[src/rtl/ffa_pkg.sv]
package ffa_pkg;

  typedef enum logic [1:0] {
    MODE_OFF  = 2'b00,
    MODE_PART = 2'b01,
    MODE_FULL = 2'b10
  } acc_mode_e;

  typedef enum logic [1:0] {
    ST_IDLE  = 2'b00,
    ST_FETCH = 2'b01,
    ST_RESP  = 2'b10
  } fetch_st_e;

  // Whether a given access class may be served from / kept in a latch.
  function automatic logic ffa_allows(acc_mode_e m, logic is_data);
    return (m == MODE_FULL) || ((m == MODE_PART) && !is_data);
  endfunction

endpackage

[src/rtl/ffa_regs.sv]
module ffa_regs
  import ffa_pkg::*;
#(
  parameter int CFG_W   = 8,
  parameter int TIM_W   = 3,
  parameter int TIM_RST = 7
) (
  input  logic             clk,
  input  logic             rst_n,
  input  logic             we,
  input  logic             sel,
  input  logic [CFG_W-1:0] wdata,
  output logic [CFG_W-1:0] rdata,
  output acc_mode_e        mode,
  output logic [TIM_W-1:0] tim,
  output logic             inval
);

  acc_mode_e        mode_q;
  acc_mode_e        mode_nxt;
  logic [TIM_W-1:0] tim_q;
  logic             tim_wr;
  logic [1:0]       mode_bits;
  logic             unused_hi;

  assign unused_hi = ^wdata[CFG_W-1:TIM_W];

  always_comb begin
    case (wdata[1:0])
      2'b01:   mode_nxt = MODE_PART;
      2'b10:   mode_nxt = MODE_FULL;
      default: mode_nxt = MODE_OFF;   // 00 and the reserved 11
    endcase
  end

  assign inval  = we && !sel && (mode_nxt != mode_q);
  assign tim_wr = we && sel && (mode_q == MODE_OFF) && (wdata[TIM_W-1:0] != '0);

  always_ff @(posedge clk) begin
    if (!rst_n) begin
      mode_q <= MODE_OFF;
      tim_q  <= TIM_W'(TIM_RST);
    end else begin
      if (we && !sel) mode_q <= mode_nxt;
      if (tim_wr)     tim_q  <= wdata[TIM_W-1:0];
    end
  end

  assign mode_bits = mode_q;
  assign rdata = sel ? {{(CFG_W-TIM_W){1'b0}}, tim_q} : {{(CFG_W-2){1'b0}}, mode_bits};
  assign mode  = mode_q;
  assign tim   = tim_q;

endmodule

[src/rtl/ffa_latch.sv]
module ffa_latch #(
  parameter int DW  = 32,
  parameter int LW  = 4,
  parameter int TW  = 14,
  parameter int OFS = 2
) (
  input  logic             clk,
  input  logic             rst_n,
  input  logic             inval,
  input  logic             fill,
  input  logic [TW-1:0]    fill_tag,
  input  logic [LW*DW-1:0] fill_line,
  input  logic [TW-1:0]    look_tag,
  input  logic [OFS-1:0]   look_off,
  output logic             hit,
  output logic [DW-1:0]    word
);

  logic             valid_q;
  logic [TW-1:0]    tag_q;
  logic [LW*DW-1:0] line_q;

  // Invalidation takes priority over a fill on the same edge.
  always_ff @(posedge clk) begin
    if (!rst_n)     valid_q <= 1'b0;
    else if (inval) valid_q <= 1'b0;
    else if (fill)  valid_q <= 1'b1;
  end

  always_ff @(posedge clk) begin
    if (fill) begin
      tag_q  <= fill_tag;
      line_q <= fill_line;
    end
  end

  assign hit  = valid_q && (tag_q == look_tag);
  assign word = line_q[look_off*DW +: DW];

endmodule

[src/rtl/ffa_fetch_ctl.sv]
module ffa_fetch_ctl
  import ffa_pkg::*;
#(
  parameter int DW    = 32,
  parameter int LW    = 4,
  parameter int TW    = 14,
  parameter int OFS   = 2,
  parameter int TIM_W = 3
) (
  input  logic             clk,
  input  logic             rst_n,
  input  logic             rd_valid,
  output logic             rd_ready,
  input  logic [TW-1:0]    rd_tag,
  input  logic [OFS-1:0]   rd_off,
  input  logic             rd_is_data,
  input  logic             hit,
  input  logic [DW-1:0]    hit_word,
  input  logic [TIM_W-1:0] tim,
  input  acc_mode_e        mode,
  input  logic             inval,
  output logic             rsp_valid,
  input  logic             rsp_ready,
  output logic [DW-1:0]    rsp_data,
  output logic             fl_req,
  output logic [TW-1:0]    fl_line_addr,
  input  logic [LW*DW-1:0] fl_line_data,
  output logic             fill,
  output logic             fill_cls
);

  fetch_st_e        st_q;
  logic [TIM_W-1:0] cnt_q;
  logic [TIM_W-1:0] lat_q;
  logic [TW-1:0]    tag_q;
  logic [OFS-1:0]   off_q;
  logic             cls_q;
  logic [DW-1:0]    data_q;
  logic             fill_ok_q;
  logic             accept;
  logic             last;

  assign accept = (st_q == ST_IDLE) && rd_valid;
  assign last   = (st_q == ST_FETCH) && (cnt_q == lat_q);

  always_ff @(posedge clk) begin
    if (!rst_n) begin
      st_q  <= ST_IDLE;
      cnt_q <= '0;
    end else begin
      case (st_q)
        ST_IDLE: if (rd_valid) begin
          if (hit) st_q <= ST_RESP;
          else begin
            st_q  <= ST_FETCH;
            cnt_q <= TIM_W'(1);
          end
        end
        ST_FETCH: begin
          if (last) st_q  <= ST_RESP;
          else      cnt_q <= cnt_q + 1'b1;
        end
        ST_RESP: if (rsp_ready) st_q <= ST_IDLE;
        default: st_q <= ST_IDLE;
      endcase
    end
  end

  always_ff @(posedge clk) begin
    if (accept) begin
      tag_q <= rd_tag;
      off_q <= rd_off;
      cls_q <= rd_is_data;
      lat_q <= tim;
      if (hit) data_q <= hit_word;
    end else if (last) begin
      data_q <= fl_line_data[off_q*DW +: DW];
    end
  end

  // A mode change after acceptance forbids the pending fill.
  always_ff @(posedge clk) begin
    if (!rst_n)      fill_ok_q <= 1'b0;
    else if (inval)  fill_ok_q <= 1'b0;
    else if (accept) fill_ok_q <= 1'b1;
  end

  assign rd_ready     = (st_q == ST_IDLE);
  assign rsp_valid    = (st_q == ST_RESP);
  assign rsp_data     = data_q;
  assign fl_req       = (st_q == ST_FETCH);
  assign fl_line_addr = tag_q;
  assign fill         = last && fill_ok_q && ffa_allows(mode, cls_q);
  assign fill_cls     = cls_q;

endmodule

[src/rtl/flash_fetch_accel.sv]
module flash_fetch_accel
  import ffa_pkg::*;
#(
  parameter int DW      = 32,
  parameter int AW      = 16,
  parameter int LW      = 4,
  parameter int CFG_W   = 8,
  parameter int TIM_W   = 3,
  parameter int TIM_RST = 7,
  localparam int OFS    = $clog2(LW),
  localparam int TW     = AW - OFS,
  localparam int NCLS   = 2
) (
  input  logic             clk,
  input  logic             rst_n,
  input  logic             cfg_we,
  input  logic             cfg_addr,
  input  logic [CFG_W-1:0] cfg_wdata,
  output logic [CFG_W-1:0] cfg_rdata,
  input  logic             rd_valid,
  output logic             rd_ready,
  input  logic [AW-1:0]    rd_addr,
  input  logic             rd_is_data,
  output logic             rsp_valid,
  input  logic             rsp_ready,
  output logic [DW-1:0]    rsp_data,
  output logic             fl_req,
  output logic [TW-1:0]    fl_line_addr,
  input  logic [LW*DW-1:0] fl_line_data
);

  acc_mode_e        mode_w;
  logic [TIM_W-1:0] tim_w;
  logic             inval_w;
  logic             fill_w;
  logic             fill_cls_w;
  logic [NCLS-1:0]  lat_hit;
  logic [DW-1:0]    lat_word [NCLS];
  logic             hit_sel;
  logic [TW-1:0]    rd_tag;
  logic [OFS-1:0]   rd_off;

  assign rd_tag = rd_addr[AW-1:OFS];
  assign rd_off = rd_addr[OFS-1:0];

  ffa_regs #(.CFG_W(CFG_W), .TIM_W(TIM_W), .TIM_RST(TIM_RST)) u_regs (
    .clk   (clk),
    .rst_n (rst_n),
    .we    (cfg_we),
    .sel   (cfg_addr),
    .wdata (cfg_wdata),
    .rdata (cfg_rdata),
    .mode  (mode_w),
    .tim   (tim_w),
    .inval (inval_w)
  );

  for (genvar g = 0; g < NCLS; g++) begin : g_latch
    ffa_latch #(.DW(DW), .LW(LW), .TW(TW), .OFS(OFS)) u_latch (
      .clk       (clk),
      .rst_n     (rst_n),
      .inval     (inval_w),
      .fill      (fill_w && (fill_cls_w == g[0])),
      .fill_tag  (fl_line_addr),
      .fill_line (fl_line_data),
      .look_tag  (rd_tag),
      .look_off  (rd_off),
      .hit       (lat_hit[g]),
      .word      (lat_word[g])
    );
  end

  assign hit_sel = ffa_allows(mode_w, rd_is_data) && lat_hit[rd_is_data];

  ffa_fetch_ctl #(.DW(DW), .LW(LW), .TW(TW), .OFS(OFS), .TIM_W(TIM_W)) u_ctl (
    .clk          (clk),
    .rst_n        (rst_n),
    .rd_valid     (rd_valid),
    .rd_ready     (rd_ready),
    .rd_tag       (rd_tag),
    .rd_off       (rd_off),
    .rd_is_data   (rd_is_data),
    .hit          (hit_sel),
    .hit_word     (lat_word[rd_is_data]),
    .tim          (tim_w),
    .mode         (mode_w),
    .inval        (inval_w),
    .rsp_valid    (rsp_valid),
    .rsp_ready    (rsp_ready),
    .rsp_data     (rsp_data),
    .fl_req       (fl_req),
    .fl_line_addr (fl_line_addr),
    .fl_line_data (fl_line_data),
    .fill         (fill_w),
    .fill_cls     (fill_cls_w)
  );

endmodule

[config.mk]
export PLATFORM = sky130hd
export DESIGN_NAME = flash_fetch_accel
export DESIGN_NICKNAME = d
export VERILOG_FILES = /design/src/rtl/ffa_pkg.sv /design/src/rtl/ffa_regs.sv /design/src/rtl/ffa_latch.sv /design/src/rtl/ffa_fetch_ctl.sv /design/src/rtl/flash_fetch_accel.sv
export SDC_FILE = /design/constraint.sdc
export NUM_CORES = 1
export LEC_CHECK = 0
export BUFFER_PORTS_ARGS = -buffer_cell sky130_fd_sc_hd__buf_4
export CAP_MARGIN = 30
export CORE_MARGIN = 4
export CORE_UTILIZATION = 61
export DETAILED_ROUTE_END_ITERATION = 8
export PLACE_DENSITY = 0.85
export SYNTH_ARGS = -nofsm -noshare
export SYNTH_HDL_FRONTEND = slang
export SYNTH_SLANG_ARGS = --single-unit
[constraint.sdc]
create_clock -name clk -period 12.4 [get_ports clk]
set_input_delay 2.48 -clock clk [delete_from_list [all_inputs] [get_ports clk]]
set_output_delay 2.48 -clock clk [all_outputs]
set_load 0.02 [all_outputs]
# Word-level counts from Yosys, hierarchy flattened
# Index checks and enable logic that the tools add are counted.
classes:
  n_reduce_logical: 30
  n_shift: 3
  n_bitwise: 3
  n_eq_ne: 16
  order_cmp: 2
  n_mux: 19
  n_addsub: 1
op_table:
  columns: ["operator", "count"]
  rows:
  - ["variable part select 128 x 8 -> 32 bit", 3]
  - ["2-to-1 mux 32 bit", 6]
  - ["== test 14 bit", 2]
  - ["logical AND 1 bit", 16]
  - ["2-to-1 mux 3 bit", 4]
  - ["2-to-1 mux 2 bit", 4]
  - ["!= test 2 bit, second input constant", 4]
  - ["== test 2 x 1 -> 1 bit, second input constant", 3]
  - ["== test 2 bit, second input constant", 3]
  - ["one-hot mux 2 bit (3 select lines)", 1]
  - ["one-hot mux 3 bit (2 select lines)", 1]
  - ["zero test 2 bit", 2]
  - ["!= test 2 x 1 -> 1 bit, second input constant", 2]
  - ["one-hot mux 2 bit (2 select lines)", 1]
  - ["AND reduction 4 bit", 1]
  - ["nonzero test 2 bit", 2]
  - ["adder 3 x 1 -> 3 bit, second input constant", 1]
  - ["== test 3 bit", 1]
  - ["zero test 1 bit", 3]
  - ["AND reduction 3 bit", 1]
  - ["nonzero test 3 bit", 1]
  - [">= comparator 2 bit, second input constant", 1]
  - ["logical OR 1 bit", 2]
  - ["less-than comparator 1 x 2 -> 1 bit, second input constant", 1]
  - ["6 further kinds", 8]
totals:
  out_inout_bits: 57
  ff_bits: 349

# Depth between registers and ports, before layout
logic_depth:
  word_depth: 8
  mapped_depth: 7

# Cells and area by module
# A second synthesis with hierarchy kept.
unflattened:
  cells_unflattened: 661
  hier_area_um2: 14543.9
by_module_without_submodules:
  columns: ["module", "instances", "cells_per_inst", "area_each_um2", "seq_area_each_um2"]
  rows:
  - ["ffa_latch", 2, 203, 5262.5, 4284.1]
  - ["ffa_fetch_ctl", 1, 172, 3105.5, 1681.6]
  - ["flash_fetch_accel", 1, 42, 581.8, 0.0]
  - ["ffa_regs", 1, 41, 331.6, 100.1]

# Worst setup path after synthesis
# OpenSTA, ideal clock, no wires.
synth_timing:
  path_kind: "reg-to-reg"
  from: "register u_ctl.lat_q[1]"
  to: "register g_latch[1].u_latch.line_q[0] (enable)"
  t_required_ps: 11751
  synth_period_minus_slack_ps: 7577
  n_path_buf: 0
  arrival_time_ps: 6928
  stages_incl_launch_ff: 5
  slack_ps: 4823
  path_cell_list: "edfxtp_1 xor2_1 nor4_2 nand2_1 nor2_1"
synth_between:
  elab_chain_len: 5
synth_rtl:
  columns: ["item", "line", "source"]
  rows:
  - ["start, declared", "ffa_fetch_ctl.sv:34", "logic [TIM_W-1:0] lat_q;"]
  - ["start signal, assigned", "ffa_fetch_ctl.sv:74", "lat_q <= tim;"]
  - ["== test 3 bit", "ffa_fetch_ctl.sv:44", "assign last = (st_q == ST_FETCH) && (cnt_q == lat_q);"]
  - ["logical AND 1 bit", "ffa_fetch_ctl.sv:44", null]
  - ["logical AND 1 bit (2 in a row)", "ffa_fetch_ctl.sv:93", "assign fill = last && fill_ok_q && ffa_allows(mode, cls_q);"]
  - ["logical AND 1 bit", "flash_fetch_accel.sv:63", ".fill (fill_w && (fill_cls_w == g[0])),"]
  - ["named net g_latch[1].u_latch.fill", "ffa_latch.sv:10", "input logic fill,"]
  - ["end signal, assigned", "ffa_latch.sv:33", "line_q <= fill_line;"]
  - ["end, declared", "ffa_latch.sv:21", "logic [LW*DW-1:0] line_q;"]
# The timed path passes the listed nets, and every way through them passes these cells.
# A chain may end at the register's enable or synchronous reset.

# Worst setup path after layout
layout_timing:
  from: "input cfg_addr"
  to: "output cfg_rdata[1]"
layout_between:
  elab_chain_len: 1
layout_rtl:
  columns: ["item", "line", "source"]
  rows:
  - ["start, declared", "flash_fetch_accel.sv:17", "input logic cfg_addr,"]
  - ["2-to-1 mux 3 bit", "ffa_regs.sv:50", "assign rdata = sel ? {{(CFG_W-TIM_W){1'b0}}, tim_q} : {{(CFG_W-2){1'b0}}, mode_bits};"]
  - ["end, declared", "flash_fetch_accel.sv:19", "output logic [CFG_W-1:0] cfg_rdata,"]
# No other way between the ends.

==> impl_metrics.tcl <==
set metrics [dict create \
    num_vias 7484 \
    postSynthCellCount 698 \
    worstHoldStart "u_regs.tim[2]" \
    final_nets 1076 \
    multi_input_area_um2 3601 \
    setup_tns_ns 0 \
    drive_above_1_share_pct 39.94 \
    layout.cells.non_filler 1252 \
    layout_setup_ws_ns 6.853 \
    cap_viol_max_count 0 \
    regToRegSetupSlack_ns 9.17 \
    path_depth 3 \
    dieWidth_um 160.6 \
    areaGrowthSynthToFinish_pct 21.04 \
    dp_hpwl_um 17960 \
    crit_arrival_ns 3.07 \
    synth-xor-area-share_pct 1.974 \
    cp_top_family "multiplexers" \
    start_kind "input pin" \
    drt_iter0_markers 670 \
    cp.buffers_inverters 2 \
    seqCellArea_um2 10350 \
    dieArea_um2 25780 \
    grt_max_degree 73 \
    crit_path_top_delay_cell "mux2_2" \
    postCtsSetupBuffers 0 \
    power_uw 2570 \
    synth_cell_type_count 44 \
    netlist_area_um2 14200 \
    synth_flop_cell "edfxtp_1" \
    fp.dieH_um 160.6 \
    ir_drop_mv 0.1388 \
    slowest_delay_ns 0.33 \
    worstSetupPathType "input pin to primary output" \
    async_flop_share_pct 0 \
    endpoint_kind "primary output" \
    required_ns 9.92 \
    portBuffers 205 \
    slew_headroom_pct 37.04 \
    placedCellCount 1191 \
    cts_tree "built" \
    start_util_pct 62.33 \
    viasPerCell 5.978 \
    clock-sinks 349 \
    synth-edff-count 336 \
    firstDrtPassIters 5 \
    rr_endpoint "g_latch[0].u_latch.line_q[9]" \
    place_ws_ns 6.855 \
    antenna_found_initial 0 \
    power_density_nw_per_um2 149.5 \
    muxShareOfSynthArea_pct 17.78 \
    synth_top_family_by_area "multiplexers" \
    finClkSkew_ns 0.01965 \
    cts.repair.resized 0 \
    tightest_slew_ns 0.9445 \
    min_to "u_ctl.lat_q[2]" \
    diodes 0 \
    wl_per_cell_um 23.19 \
    num_rows 55 \
    path_clk_slew_ns 0.06 \
    fin_crit_sh_pct 44.73 \
    drt-total-wl_um 29030 \
    crit_fanout 5 \
    clk_latency_ns 0.51 \
    crit_top_cell "buf_4" \
    period_needed_ns 5.547 \
    ys_ff_latch 349 \
    finalSetupViolations 0 \
    grt_overflow 0 \
    grt_pass1_vias 8071 \
    r2r_cells 5 \
    hold_buffers 0 \
    cts_buffer_depth 3 \
    path_cells "buf_4, mux2_2, buf_4" \
    fill_cells 1271 \
    finalHoldViolations 0 \
    io_pins 216 \
    ant_nets 0 \
    clockRootBuffer "clkbuf_16" \
    rsz0062_at_grt "no" \
    p_leak_uw 0.005934 \
    postSynthAreaPerCell_um2 20.34 \
    htreeDepth 2 \
    slew_violations 0 \
    final_cell_mix "336 x edfxtp_1, 214 x buf_4, 96 x mux4_2" \
    rr_startpoint "u_ctl.lat_q[1]" \
    fmax_ghz 0.1803 \
    synth_compound_area_share_pct 2.344 \
    grt_pass1_wl_um 45460 \
    gr-usage-all-layers_pct 22.79 \
    gp_congestion 0.8391 \
    yosysSeqAreaShare_pct 72.90 \
    yosys_warnings 0 \
    utilization_pct 75.45 \
    final_common_cell "edfxtp_1" \
    post-route-drc-count 0 \
    core_area_um2 22780 \
    status "finished clean" \
    whs_path_depth 0 \
    cts_made_buffers 36 \
    hold_path.class "flip-flop to flip-flop" \
    synth_simple_gate_area_share_pct 2.847 \
    synthAdderAreaFrac_pct 0.08813 \
]
[cell type report]
| type | instances | area share [%] |
|---|---|---|
| inverters | 6 | 0.1383 |
| clock buffers | 43 | 5.643 |
| multi-input cells | 307 | 20.95 |
| well taps | 313 | 2.279 |
| flip-flops and latches | 349 | 60.23 |
| clock inverters | 18 | 1.165 |
| repair buffers | 216 | 9.596 |
[registers in the layout, indices dropped and copies added, names as in the netlist]
name and flops:
g_latch.u_latch.line_q 256, u_ctl.rsp_data 32, g_latch.u_latch.tag_q 28, u_ctl.fl_line_addr 14, u_ctl.cnt_q 3, u_ctl.lat_q 3
u_regs.tim 3, g_latch.u_latch.valid_q 2, u_ctl.off_q 2, u_ctl.st_q 2, u_regs.mode 2, u_ctl.fill_cls 1
u_ctl.fill_ok_q 1
[synthesized netlist by cell type, types with 2 or more instances]
| master | n | area [µm²] |
|---|---|---|
| nand2_1 | 13 | 48.80 |
| nor4_2 | 3 | 37.54 |
| buf_6 | 2 | 22.52 |
| buf_1 | 4 | 15.01 |
| nand3_1 | 2 | 10.01 |
| clkbuf_1 | 7 | 26.28 |
| a21oi_1 | 34 | 170.2 |
| buf_12 | 3 | 60.06 |
| a221o_1 | 3 | 30.03 |
| mux2i_1 | 34 | 340.3 |
| xor2_1 | 3 | 26.28 |
| buf_4 | 9 | 67.56 |
| nand4_1 | 6 | 37.54 |
| nor2b_1 | 4 | 25.02 |
| and2_1 | 2 | 12.51 |
| xnor2_1 | 29 | 254.0 |
| mux2_2 | 2 | 22.52 |
| o21ai_0 | 5 | 25.02 |
| o21ba_2 | 2 | 20.02 |
| edfxtp_1 | 336 | 10090 |
| dfxtp_1 | 13 | 260.3 |
| nor2_1 | 43 | 161.4 |
| inv_1 | 6 | 22.52 |
| o32ai_1 | 2 | 17.52 |
| nor3_1 | 3 | 15.01 |
| buf_2 | 15 | 75.07 |
| mux4_2 | 96 | 2162 |
[power by group]
part	switching, µW	total, µW	internal (µW)
registers	9.41	1320	1310
logic	97.1	196	99.0
clock network	417	1060	640
total	524	2570	2050
[layer usage]
metal / part of all wire [%] / vias up / GRT usage [%]
li1: - / 3293 / -
met3: 8.5 / 69 / 5.312
met1: 37 / 3755 / 29.31
met5: 0 / - / 0
met2: 52 / 367 / 39.22
met4: 2.9 / 0 / 7.000
[kinds of logic (layout without fill, tap and decap cells)]
group	count (synthesis)	after routing
AOI/OAI and AO/OA	54	54
xor gates and xnor gates	32	32
adders and majority gates	1	1
buffers and inverters	46	283
DFF	349	349
muxes	132	132
other	1	5
and+or+nand+nor	83	83
[stage by stage]
| stage | hold WS (ns) | area, µm² |
|---|---|---|
| after detailed placement | 0.4375 | 16020 |
| after CTS | 0.4599 | 17190 |
| after global routing | 0.4740 | 17190 |
| after global placement | 0.4445 | 15970 |
| final | 0.4575 | 17190 |
| after floorplan | 0.4233 | 14210 |
[worst max path at each step]
| stage | slack [ns] | endpoint | start |
|---|---|---|---|
| global placement | 6.85 | cfg_rdata[1] | cfg_addr |
| detailed placement | 6.85 | cfg_rdata[0] | cfg_addr |
| CTS | 6.85 | cfg_rdata[1] | cfg_addr |
| floorplan | 4.82 | g_latch[1].u_latch.line_q[0] | u_ctl.lat_q[1] |
| finish | 6.85 | cfg_rdata[1] | cfg_addr |
| global route | 6.83 | cfg_rdata[0] | cfg_addr |
No activity file was read; power rests on OpenSTA's default activity.
